$ cat src/rtl/uart_fifo_status_pkg.sv
package uart_fifo_status_pkg;

    typedef enum logic [3:0] {
        IID_NONE    = 4'b0001,
        IID_LINE    = 4'b0110,
        IID_RXTRIG  = 4'b0100,
        IID_TXEMPTY = 4'b0010
    } iid_e;

    typedef struct packed {
        logic       fen;
        logic       dma1;
        logic [1:0] tsel;
        logic [3:0] ier;
    } cfg_t;

    function automatic int trig_bytes(input logic [1:0] sel);
        case (sel)
            2'd0:    return 1;
            2'd1:    return 4;
            2'd2:    return 8;
            default: return 14;
        endcase
    endfunction

endpackage

$ cat src/rtl/ufs_cfg_regs.sv
module ufs_cfg_regs
    import uart_fifo_status_pkg::*;
(
    input  logic       clk,
    input  logic       rst_n,
    input  logic       fcr_wr,
    input  logic [5:0] fcr_wdata,
    input  logic       ier_wr,
    input  logic [3:0] ier_wdata,
    output cfg_t       cfg,
    output logic       tx_ie_rise
);
    cfg_t cfg_d, cfg_q;

    always_comb begin
        cfg_d = cfg_q;
        if (fcr_wr) begin
            cfg_d.fen  = fcr_wdata[0];
            cfg_d.dma1 = fcr_wdata[3];
            cfg_d.tsel = fcr_wdata[5:4];
        end
        if (ier_wr) begin
            cfg_d.ier = ier_wdata;
        end
    end

    always_ff @(posedge clk or negedge rst_n) begin
        if (!rst_n) cfg_q <= '0;
        else        cfg_q <= cfg_d;
    end

    assign cfg        = cfg_q;
    assign tx_ie_rise = ier_wr & ier_wdata[1] & ~cfg_q.ier[1];

endmodule

$ cat src/rtl/ufs_err_tags.sv
module ufs_err_tags #(
    parameter int DEPTH = 16,
    parameter int EW    = 4
) (
    input  logic          clk,
    input  logic          rst_n,
    input  logic          flush,
    input  logic          push,
    input  logic [EW-1:0] push_err,
    input  logic          pop,
    output logic [EW-1:0] head_err,
    output logic          any_err
);
    localparam int PW = (DEPTH > 1) ? $clog2(DEPTH) : 1;
    localparam int CW = $clog2(DEPTH + 1);
    localparam logic [CW-1:0] FULL = CW'(DEPTH);

    typedef struct packed {
        logic [DEPTH-1:0][EW-1:0] mem;
        logic [PW-1:0]            wp;
        logic [PW-1:0]            rp;
        logic [CW-1:0]            cnt;
        logic [CW-1:0]            ecnt;
    } tag_st_t;

    tag_st_t st_d, st_q;
    logic    pop_ok, push_ok;
    logic [EW-1:0] head;

    function automatic logic [PW-1:0] nxt(input logic [PW-1:0] p);
        return (p == PW'(DEPTH - 1)) ? '0 : p + 1'b1;
    endfunction

    always_comb begin
        st_d    = st_q;
        head    = st_q.mem[st_q.rp];
        pop_ok  = pop && (st_q.cnt != '0);
        push_ok = push && ((st_q.cnt != FULL) || pop_ok);
        if (flush) begin
            st_d.wp   = '0;
            st_d.rp   = '0;
            st_d.cnt  = '0;
            st_d.ecnt = '0;
        end else begin
            if (pop_ok) begin
                st_d.rp = nxt(st_q.rp);
                if (|head) st_d.ecnt = st_d.ecnt - 1'b1;
            end
            if (push_ok) begin
                st_d.mem[st_q.wp] = push_err;
                st_d.wp = nxt(st_q.wp);
                if (|push_err) st_d.ecnt = st_d.ecnt + 1'b1;
            end
            case ({push_ok, pop_ok})
                2'b10:   st_d.cnt = st_q.cnt + 1'b1;
                2'b01:   st_d.cnt = st_q.cnt - 1'b1;
                default: st_d.cnt = st_q.cnt;
            endcase
        end
    end

    always_ff @(posedge clk or negedge rst_n) begin
        if (!rst_n) st_q <= '0;
        else        st_q <= st_d;
    end

    assign head_err = (st_q.cnt != '0) ? head : '0;
    assign any_err  = (st_q.ecnt != '0);

endmodule

$ cat src/rtl/ufs_irq_ctrl.sv
module ufs_irq_ctrl
    import uart_fifo_status_pkg::*;
(
    input  logic       clk,
    input  logic       rst_n,
    input  logic [3:0] ier,
    input  logic       line_err,
    input  logic       rx_hit,
    input  logic       tx_set,
    input  logic       tx_push,
    input  logic       iid_rd,
    output logic       irq,
    output logic [3:0] int_id
);
    typedef struct packed {
        logic tx_pend;
    } irq_st_t;

    irq_st_t st_d, st_q;
    iid_e    id;
    logic    src_line, src_rx, src_tx;

    always_comb begin
        src_line = ier[2] & line_err;
        src_rx   = ier[0] & rx_hit;
        src_tx   = ier[1] & st_q.tx_pend;
        if (src_line)    id = IID_LINE;
        else if (src_rx) id = IID_RXTRIG;
        else if (src_tx) id = IID_TXEMPTY;
        else             id = IID_NONE;

        st_d = st_q;
        if (tx_set)
            st_d.tx_pend = 1'b1;
        else if (tx_push || (iid_rd && id == IID_TXEMPTY))
            st_d.tx_pend = 1'b0;
    end

    always_ff @(posedge clk or negedge rst_n) begin
        if (!rst_n) st_q <= '0;
        else        st_q <= st_d;
    end

    assign irq    = (|ier) & (src_line | src_rx | src_tx);
    assign int_id = id;

endmodule

$ cat src/rtl/uart_fifo_status.sv
module uart_fifo_status
    import uart_fifo_status_pkg::*;
#(
    parameter int DEPTH = 16,
    parameter int CW    = $clog2(DEPTH + 1)
) (
    input  logic          clk,
    input  logic          rst_n,
    input  logic          fcr_wr,
    input  logic [5:0]    fcr_wdata,
    input  logic          ier_wr,
    input  logic [3:0]    ier_wdata,
    input  logic          iid_rd,
    input  logic          rx_push,
    input  logic [3:0]    rx_push_err,
    input  logic          rx_pop,
    input  logic [CW-1:0] rx_count,
    input  logic          tx_push,
    input  logic          tx_pop,
    input  logic [CW-1:0] tx_count,
    input  logic          tsr_empty,
    output logic          rx_flush,
    output logic          tx_flush,
    output logic [7:0]    line_status,
    output logic          irq,
    output logic [3:0]    int_id,
    output logic          txrdy_n,
    output logic          rxrdy_n
);
    localparam logic [CW-1:0] FULL = CW'(DEPTH);
    localparam logic [CW-1:0] ONE  = CW'(1);

    typedef struct packed {
        logic hold;
    } dma_st_t;

    cfg_t          cfg;
    logic          tx_ie_rise;
    logic [3:0]    head_err;
    logic          any_err;
    logic          rx_live, tx_empty, rx_hit, mode1, tx_set;
    logic [CW-1:0] trig_lvl;
    logic [3:0]    head_vis;
    dma_st_t       dma_d, dma_q;

    ufs_cfg_regs u_cfg (
        .clk        (clk),
        .rst_n      (rst_n),
        .fcr_wr     (fcr_wr),
        .fcr_wdata  (fcr_wdata),
        .ier_wr     (ier_wr),
        .ier_wdata  (ier_wdata),
        .cfg        (cfg),
        .tx_ie_rise (tx_ie_rise)
    );

    ufs_err_tags #(.DEPTH(DEPTH), .EW(4)) u_tags (
        .clk      (clk),
        .rst_n    (rst_n),
        .flush    (rx_flush),
        .push     (rx_push),
        .push_err (rx_push_err),
        .pop      (rx_pop),
        .head_err (head_err),
        .any_err  (any_err)
    );

    always_comb begin
        rx_flush = fcr_wr & fcr_wdata[1];
        tx_flush = fcr_wr & fcr_wdata[2];
        rx_live  = (rx_count != '0) & ~rx_flush;
        tx_empty = (tx_count == '0) | tx_flush;
        trig_lvl = cfg.fen ? CW'(trig_bytes(cfg.tsel)) : ONE;
        rx_hit   = rx_live & (rx_count >= trig_lvl);
        head_vis = rx_live ? head_err : 4'h0;
        mode1    = cfg.fen & cfg.dma1;
        tx_set   = (tx_pop & ~tx_push & (tx_count == ONE)) | tx_flush
                 | (tx_ie_rise & tx_empty);
        line_status = {cfg.fen & any_err & ~rx_flush,
                       tx_empty & tsr_empty,
                       tx_empty,
                       head_vis,
                       rx_live};
    end

    ufs_irq_ctrl u_irq (
        .clk      (clk),
        .rst_n    (rst_n),
        .ier      (cfg.ier),
        .line_err (|head_vis),
        .rx_hit   (rx_hit),
        .tx_set   (tx_set),
        .tx_push  (tx_push),
        .iid_rd   (iid_rd),
        .irq      (irq),
        .int_id   (int_id)
    );

    always_comb begin
        dma_d.hold = mode1 & (rx_hit | (dma_q.hold & rx_live));
        if (mode1) begin
            txrdy_n = ~((tx_count < FULL) | tx_flush);
            rxrdy_n = ~(rx_hit | (dma_q.hold & rx_live));
        end else begin
            txrdy_n = ~tx_empty;
            rxrdy_n = ~rx_live;
        end
    end

    always_ff @(posedge clk or negedge rst_n) begin
        if (!rst_n) dma_q <= '0;
        else        dma_q <= dma_d;
    end

endmodule

$ cat config.mk
export PLATFORM = sky130hd
export DESIGN_NAME = uart_fifo_status
export DESIGN_NICKNAME = d
export VERILOG_FILES = /design/src/rtl/uart_fifo_status_pkg.sv /design/src/rtl/ufs_cfg_regs.sv /design/src/rtl/ufs_err_tags.sv /design/src/rtl/ufs_irq_ctrl.sv /design/src/rtl/uart_fifo_status.sv
export SDC_FILE = /design/constraint.sdc
export NUM_CORES = 1
export LEC_CHECK = 0
export BUFFER_PORTS_ARGS = -buffer_cell sky130_fd_sc_hd__buf_2
export CORE_UTILIZATION = 30
export DETAILED_ROUTE_END_ITERATION = 8
export GPL_ROUTABILITY_DRIVEN = 0
export MAX_ROUTING_LAYER = met4
export REMOVE_ABC_BUFFERS = 1
export SYNTH_ARGS = -nofsm -noshare
export SYNTH_HDL_FRONTEND = slang
export SYNTH_SLANG_ARGS = --single-unit
export TNS_END_PERCENT = 50
$ cat constraint.sdc
create_clock -name clk -period 6.3 [get_ports clk]
set_input_delay 1.26 -clock clk [delete_from_list [all_inputs] [get_ports clk]]
set_output_delay 1.26 -clock clk [all_outputs]
set_load 0.02 [all_outputs]
Word level (Yosys, flattened, before mapping)
Cells that the tools add are included.
W data, S select, Z words.
- flip-flop bits (word level): 92
- bits of input ports: 34
- output and inout bits: 17
- add/sub/neg operators: 6
- $lt $le $gt $ge: 5
- equal/unequal tests: 9
- muxes and demuxes: 27
- bitwise operators: 33
- reductions and logical operators: 20
- operators with widths (kind ; count):
    $bwmux W64 ; 1
    $mux W4 ; 10
    $mux W5 ; 6
    $and A1 B1 Y1 ; 19
    $mux W18 ; 1
    $bmux W4 S4 ; 1
    $demux W4 S4 ; 1
    $reduce_or A4 Y1 ; 4
    $reduce_bool A5 Y1 ; 3
    $pmux W4 S3 ; 1
    $add A5 B1 Y5 const B ; 2
    $lt A4 B5 Y1 const B ; 2
    $pmux W5 S2 ; 1
    $sub A5 B1 Y5 const B ; 2
    $add A4 B1 Y4 const B ; 2
    $eq A4 B4 Y1 const B ; 2
    $not A1 Y1 ; 7
    $or A1 B1 Y1 ; 7
    $reduce_bool A2 Y1 ; 3
    $eq A5 B1 Y1 const B ; 1
    $ge A5 B5 Y1 ; 1
    $logic_not A5 Y1 ; 1
    $lt A5 B5 Y1 const B ; 1
    $ne A5 B5 Y1 const B ; 1
    other kinds (11) ; 20

Depth between registers and ports, before layout
- depth after elaboration: 13
- gate-level depth with buffers: 14
- depth with buffers taken out: 11

Hierarchy
Synthesis repeated with hierarchy kept, for this count alone.
- cells, all modules: 416
- area, all modules: 5046.1 um^2
- by module, submodules not included (module ; instances ; cells each ; area each (um^2) ; seq. area each (um^2)):
    ufs_err_tags ; 1 ; 342 ; 4325.4 ; 2052.0
    uart_fifo_status ; 1 ; 46 ; 317.8 ; 25.0
    ufs_cfg_regs ; 1 ; 17 ; 300.3 ; 200.2
    ufs_irq_ctrl ; 1 ; 11 ; 102.6 ; 25.0

Worst setup path after synthesis
No wires, ideal clock.
- kind: in2out
- from: input port rx_count[0]
- to: output port int_id[0]
- arrival time: 3.037 ns
- path slack: 2.003 ns
- stages: 8
- buffers on the path: 0
- path through: inv_1 -> ha_1 -> nand2b_1 -> a21o_1 -> a21o_1 -> a211o_1 -> a22o_1 -> a21oi_1
- cells in the longest elaborated chain, start to end: 6
- elaborated cells on any way between the ends: 10
- ends and longest elaborated chain (item ; RTL line ; text):
    from (decl) ; uart_fifo_status.sv:17 ; input logic [CW-1:0] rx_count,
    branches (longest 5 deep; another with $ge A5 B5 Y1) ; n/a ;
    $mux W4 * ; ufs_irq_ctrl.sv:27 ; if (src_line) id = IID_LINE;
    to (decl) ; uart_fifo_status.sv:26 ; output logic [3:0] int_id,
Mark *: on every way between the ends.

Worst setup path in the final report
- from: register u_tags.st_q[10] in the netlist's numbering
- to: output port irq
- cells in the longest elaborated chain, start to end: 9
- ends and longest elaborated chain (item ; RTL line ; text):
    from (decl) ; ufs_err_tags.sv:26 ; tag_st_t st_d, st_q;
    from (signal assigned) ; ufs_err_tags.sv:64 ; else st_q <= st_d;
    $bmux W4 S4 ; ufs_err_tags.sv:36 ; head = st_q.mem[st_q.rp];
    $mux W4 (implied by the code) ; ufs_err_tags.sv:36 ;
    $mux W4 ; ufs_err_tags.sv:67 ; assign head_err = (st_q.cnt != '0) ? head : '0;
    $mux W4 ; uart_fifo_status.sv:75 ; head_vis = rx_live ? head_err : 4'h0;
    $reduce_or A4 Y1 ; uart_fifo_status.sv:90 ; .line_err (|head_vis),
    $and A1 B1 Y1 ; ufs_irq_ctrl.sv:24 ; src_line = ier[2] & line_err;
    $or A1 B1 Y1 (2 in series) ; ufs_irq_ctrl.sv:44 ; assign irq = (|ier) & (src_line | src_rx | src_tx);
    $and A1 B1 Y1 ; ufs_irq_ctrl.sv:44 ;
    to (decl) ; uart_fifo_status.sv:25 ; output logic irq,
Every way passes these cells. The select of a mux whose other input is x is not followed.

==> impl_summary.log <==
[metrics] status: complete, no violations
[metrics] count of buffers from port buffering: 48
[metrics] switching power as a share of total power: 37.15%
[metrics] max-slew violation total from the final report: 0
[metrics] Finished Cell Area: 5672 µm²
[metrics] number of antenna violations at the first check in global routing: 0
[metrics] sink count of the clock tree: 91
[metrics] Inserted Clock Buffers: 9
[metrics] post-CTS setup buffer count: 0
[metrics] leakage: 0.002553 µW
[metrics] final number of setup-violating endpoints: 0
[metrics] # IOs: 51
[metrics] Synth top area share: 45.55%
[metrics] Net count, final: 510
[metrics] Max stage delay cell, worst path: dfrtp_1
[metrics] power density over the cells: 399.8 nW/µm²
[metrics] number of instances in the synthesized netlist: 425
[metrics] critical path buffer and inverter count: 1
[metrics] share of final-layout standard cells stronger than drive strength 1: 34.33%
[metrics] RSZ-0062 raised after global routing: no
[metrics] CP Capture Type: output port
[metrics] Required @ worst endpoint: 5.04 ns
[metrics] Max Clk Rate: 213.3 MHz
[metrics] post-synthesis cell type count: 55
[metrics] final hold viol count: 0
[metrics] average vias per placed instance: 5.066
[metrics] largest net degree at the start of global routing: 67
[metrics] headroom to the max-slew limit: 34.32%
[metrics] reg2reg setup slack: 2.31 ns
[metrics] antenna violation net count after detailed routing: 0
[metrics] clock latency of the later-clocked register in the worst-skew pair: 0.35 ns
[metrics] sequential fraction of the synthesis area: 45.55%
[metrics] clock share of power: 23.2%
[metrics] TritonCTS clock tree: yes
[metrics] Post-synth EDFFs: 0
[metrics] HP Start: u_cfg.cfg[0]
[metrics] number of hold buffers added after CTS: 0
[metrics] Max VDD drop: 170.4 µV
[metrics] Max-Cap Viols: 0
[metrics] total number of placement rows: 46
[metrics] post-cts sizing count: 0
[metrics] effective utilization at floorplan: 31.14%
[metrics] clock transition at the register clock pins on the worst setup and hold paths after CTS: 0.07 ns
[metrics] critical path, cell by cell: mux4_2 > a22oi_1 > and3_1 > nand4_4 > a22o_1 > a21o_1 > buf_2
[metrics] top post-synthesis cells by area: dfrtp_1 (46%), mux2_2 (16%), mux4_2 (7.2%)
[metrics] launching point of the worst reg2reg path: u_tags.st_q[10]
[metrics] post-DP HPWL: 7.918 mm
[metrics] number of cells traversed by the worst register-to-register path: 11
[metrics] HP Class: reg2reg
[metrics] destination of the worst register-to-register timing path: u_tags.st_q[4]
[metrics] Yosys warning total: 0
[metrics] fin crit period: 4.687 ns
[metrics] Inserted Diodes: 0
[metrics] maximum fanout along the worst path: 15
[metrics] Slew @ Worst Pin: 0.9852 ns
[metrics] type of element launching the critical path: register
[metrics] end of the worst hold path: u_cfg.cfg[0]
[metrics] synthesized flop and latch total: 91
[metrics] global-route wire length before repair: 18.30 mm
[metrics] max incr delay on CP: 0.99 ns
[metrics] primary flip-flop cell chosen by synthesis mapping: dfrtp_1
[metrics] relative contribution of sequential cells to total power: 39.1%
[metrics] area growth from synthesis to layout: 13.44%
[metrics] violation count after the first detailed-routing iteration: 235
[metrics] root cell of the clock tree: clkbuf_16
[metrics] dominant cell type by area after synthesis: dfrtp_1
[metrics] die extent in x: 131.1 µm
[metrics] total via count after detailed routing: 3455
[metrics] wire per inst: 16.30 µm
[metrics] cell family with the largest share of critical-path delay: flip-flops
[metrics] final clock skew: 0.006754 ns
[metrics] arrival time at the worst endpoint: 3.43 ns
[metrics] post-detailed-placement cell area: 5384 µm²
[metrics] post-synthesis area per instance: 11.76 µm²
[metrics] power dissipated by switching net loads: 842.3 µW
[metrics] number of global-route vias before repair: 3507
[metrics] total die area: 17190 µm²
[metrics] y dimension of the die: 131.1 µm
[metrics] cell-internal power: 1425 µW
[metrics] share of power burned in combinational logic: 37.7%
[metrics] count of unresolved DRC violations after routing: 0
[metrics] CTS max path bufs: 2
[metrics] First-pass DRT Iterations: 4
[metrics] overall fraction of global-route tracks in use: 14.39%
[metrics] area of the core: 16060 µm²
[metrics] class of the most critical setup path: reg2out
[metrics] Post-Synthesis Cell Area: 5000 µm²
[metrics] final total negative setup slack: 0 ns
[metrics] hold-critical path depth: 1
[metrics] Period Utilization, post-route: 74.40%
[metrics] maximum level of the CTS H-tree: 3
[metrics] total routed wirelength: 11.12 mm
[metrics] fraction of synthesis flops using an asynchronous set or reset pin: 100.0%
[metrics] overflow left after global routing: 0
## per-layer routing
metal / vias to the layer above / global-route usage [%] / routed length, µm
met5: - / - / 0
met4: 0 / 4.057 / 133
met3: 15 / 3.247 / 288
met2: 55 / 22.72 / 5415
met1: 1769 / 18.54 / 5283
li1: 1616 / - / -
## stage by stage
stage	setup slack [ns]	util [%]	std cells	hold WS, ns	power, µW
2_1_floorplan	1.728	-	399	0.4720	1492
3_3_place_gp	1.644	33.53	666	0.4839	1706
3_5_place_dp	1.587	33.53	666	0.4915	1756
4_1_cts	1.584	35.32	682	0.5056	2285
5_1_grt	1.373	35.32	682	0.5167	2414
6_report	1.613	35.32	682	0.5030	2268
## Yosys cell counts, drive strengths merged (3+ instances only)
master,instances
a21o,6
nor3,7
dfrtp,91
or4,4
a211o,3
nand2b,6
nand3,8
nor2,34
a22oi,4
a41oi,5
mux4,16
inv,12
mux2i,4
or3,4
xnor2,6
and2,4
mux2,71
a21oi,13
o21ai,10
nand4,7
buf,15
clkbuf,11
ha,14
nand2,38
and3,4
## state kept, by name (all words and copies together) (netlist names)
name         count
u_irq.st_q       1
u_cfg.cfg        7
dma_q            1
u_tags.st_q     82
## cells in the final DEF, fill, tap and decap left out, types with 12 or more instances in the layout
cell,synthesis,routed
mux2_2,70,70
a21oi_1,13,13
nand2_1,38,38
ha_1,14,14
inv_1,12,12
buf_2,4,47
dfrtp_1,91,91
mux4_2,16,16
nor2_1,34,34
## power groups by stage
| stage | clock [µW] | combinational, µW | sequential [µW] |
|---|---|---|---|
| 5_1_grt | 562 | 936 | 916 |
| 6_report | 525 | 856 | 887 |
| 2_1_floorplan | 0 | 644 | 848 |
| 3_3_place_gp | 0 | 821 | 885 |
| 4_1_cts | 537 | 860 | 888 |
| 3_5_place_dp | 0 | 858 | 898 |
## kinds of logic after synthesis
family / after synthesis / synth area share, %
muxes: 91 / 24.07
AOI/OAI and AO/OA: 58 / 9.110
and+or+nand+nor: 123 / 11.96
other: 1 / 0.07500
xor gates and xnor gates: 8 / 1.401
DFF: 91 / 45.55
adders and majority gates: 15 / 3.904
buffers and inverters: 38 / 3.929
## how the worst max path moves through the flow
| stage | startpoint | to | cells after the start |
|---|---|---|---|
| after floorplan | fcr_wr | irq | 7 |
| after global placement | fcr_wr | irq | 9 |
| after detailed placement | fcr_wr | irq | 9 |
| after CTS | u_tags.st_q[10] | irq | 7 |
| after global routing | u_tags.st_q[10] | int_id[0] | 7 |
| final | u_tags.st_q[10] | irq | 7 |
## area by class of cell
| class | instances | area [µm²] |
|---|---|---|
| Multi-Input combinational cell | 296 | 2526 |
| Fill cell | 1587 | 10390 |
| Tap cell | 216 | 270.3 |
| Sequential cell | 91 | 2277 |
| Clock inverter | 4 | 31.28 |
| Clock buffer | 12 | 256.5 |
| Inverter | 12 | 45.04 |
| Timing Repair Buffer | 51 | 265.3 |
Note: power is estimated with default switching activity, not from simulation.
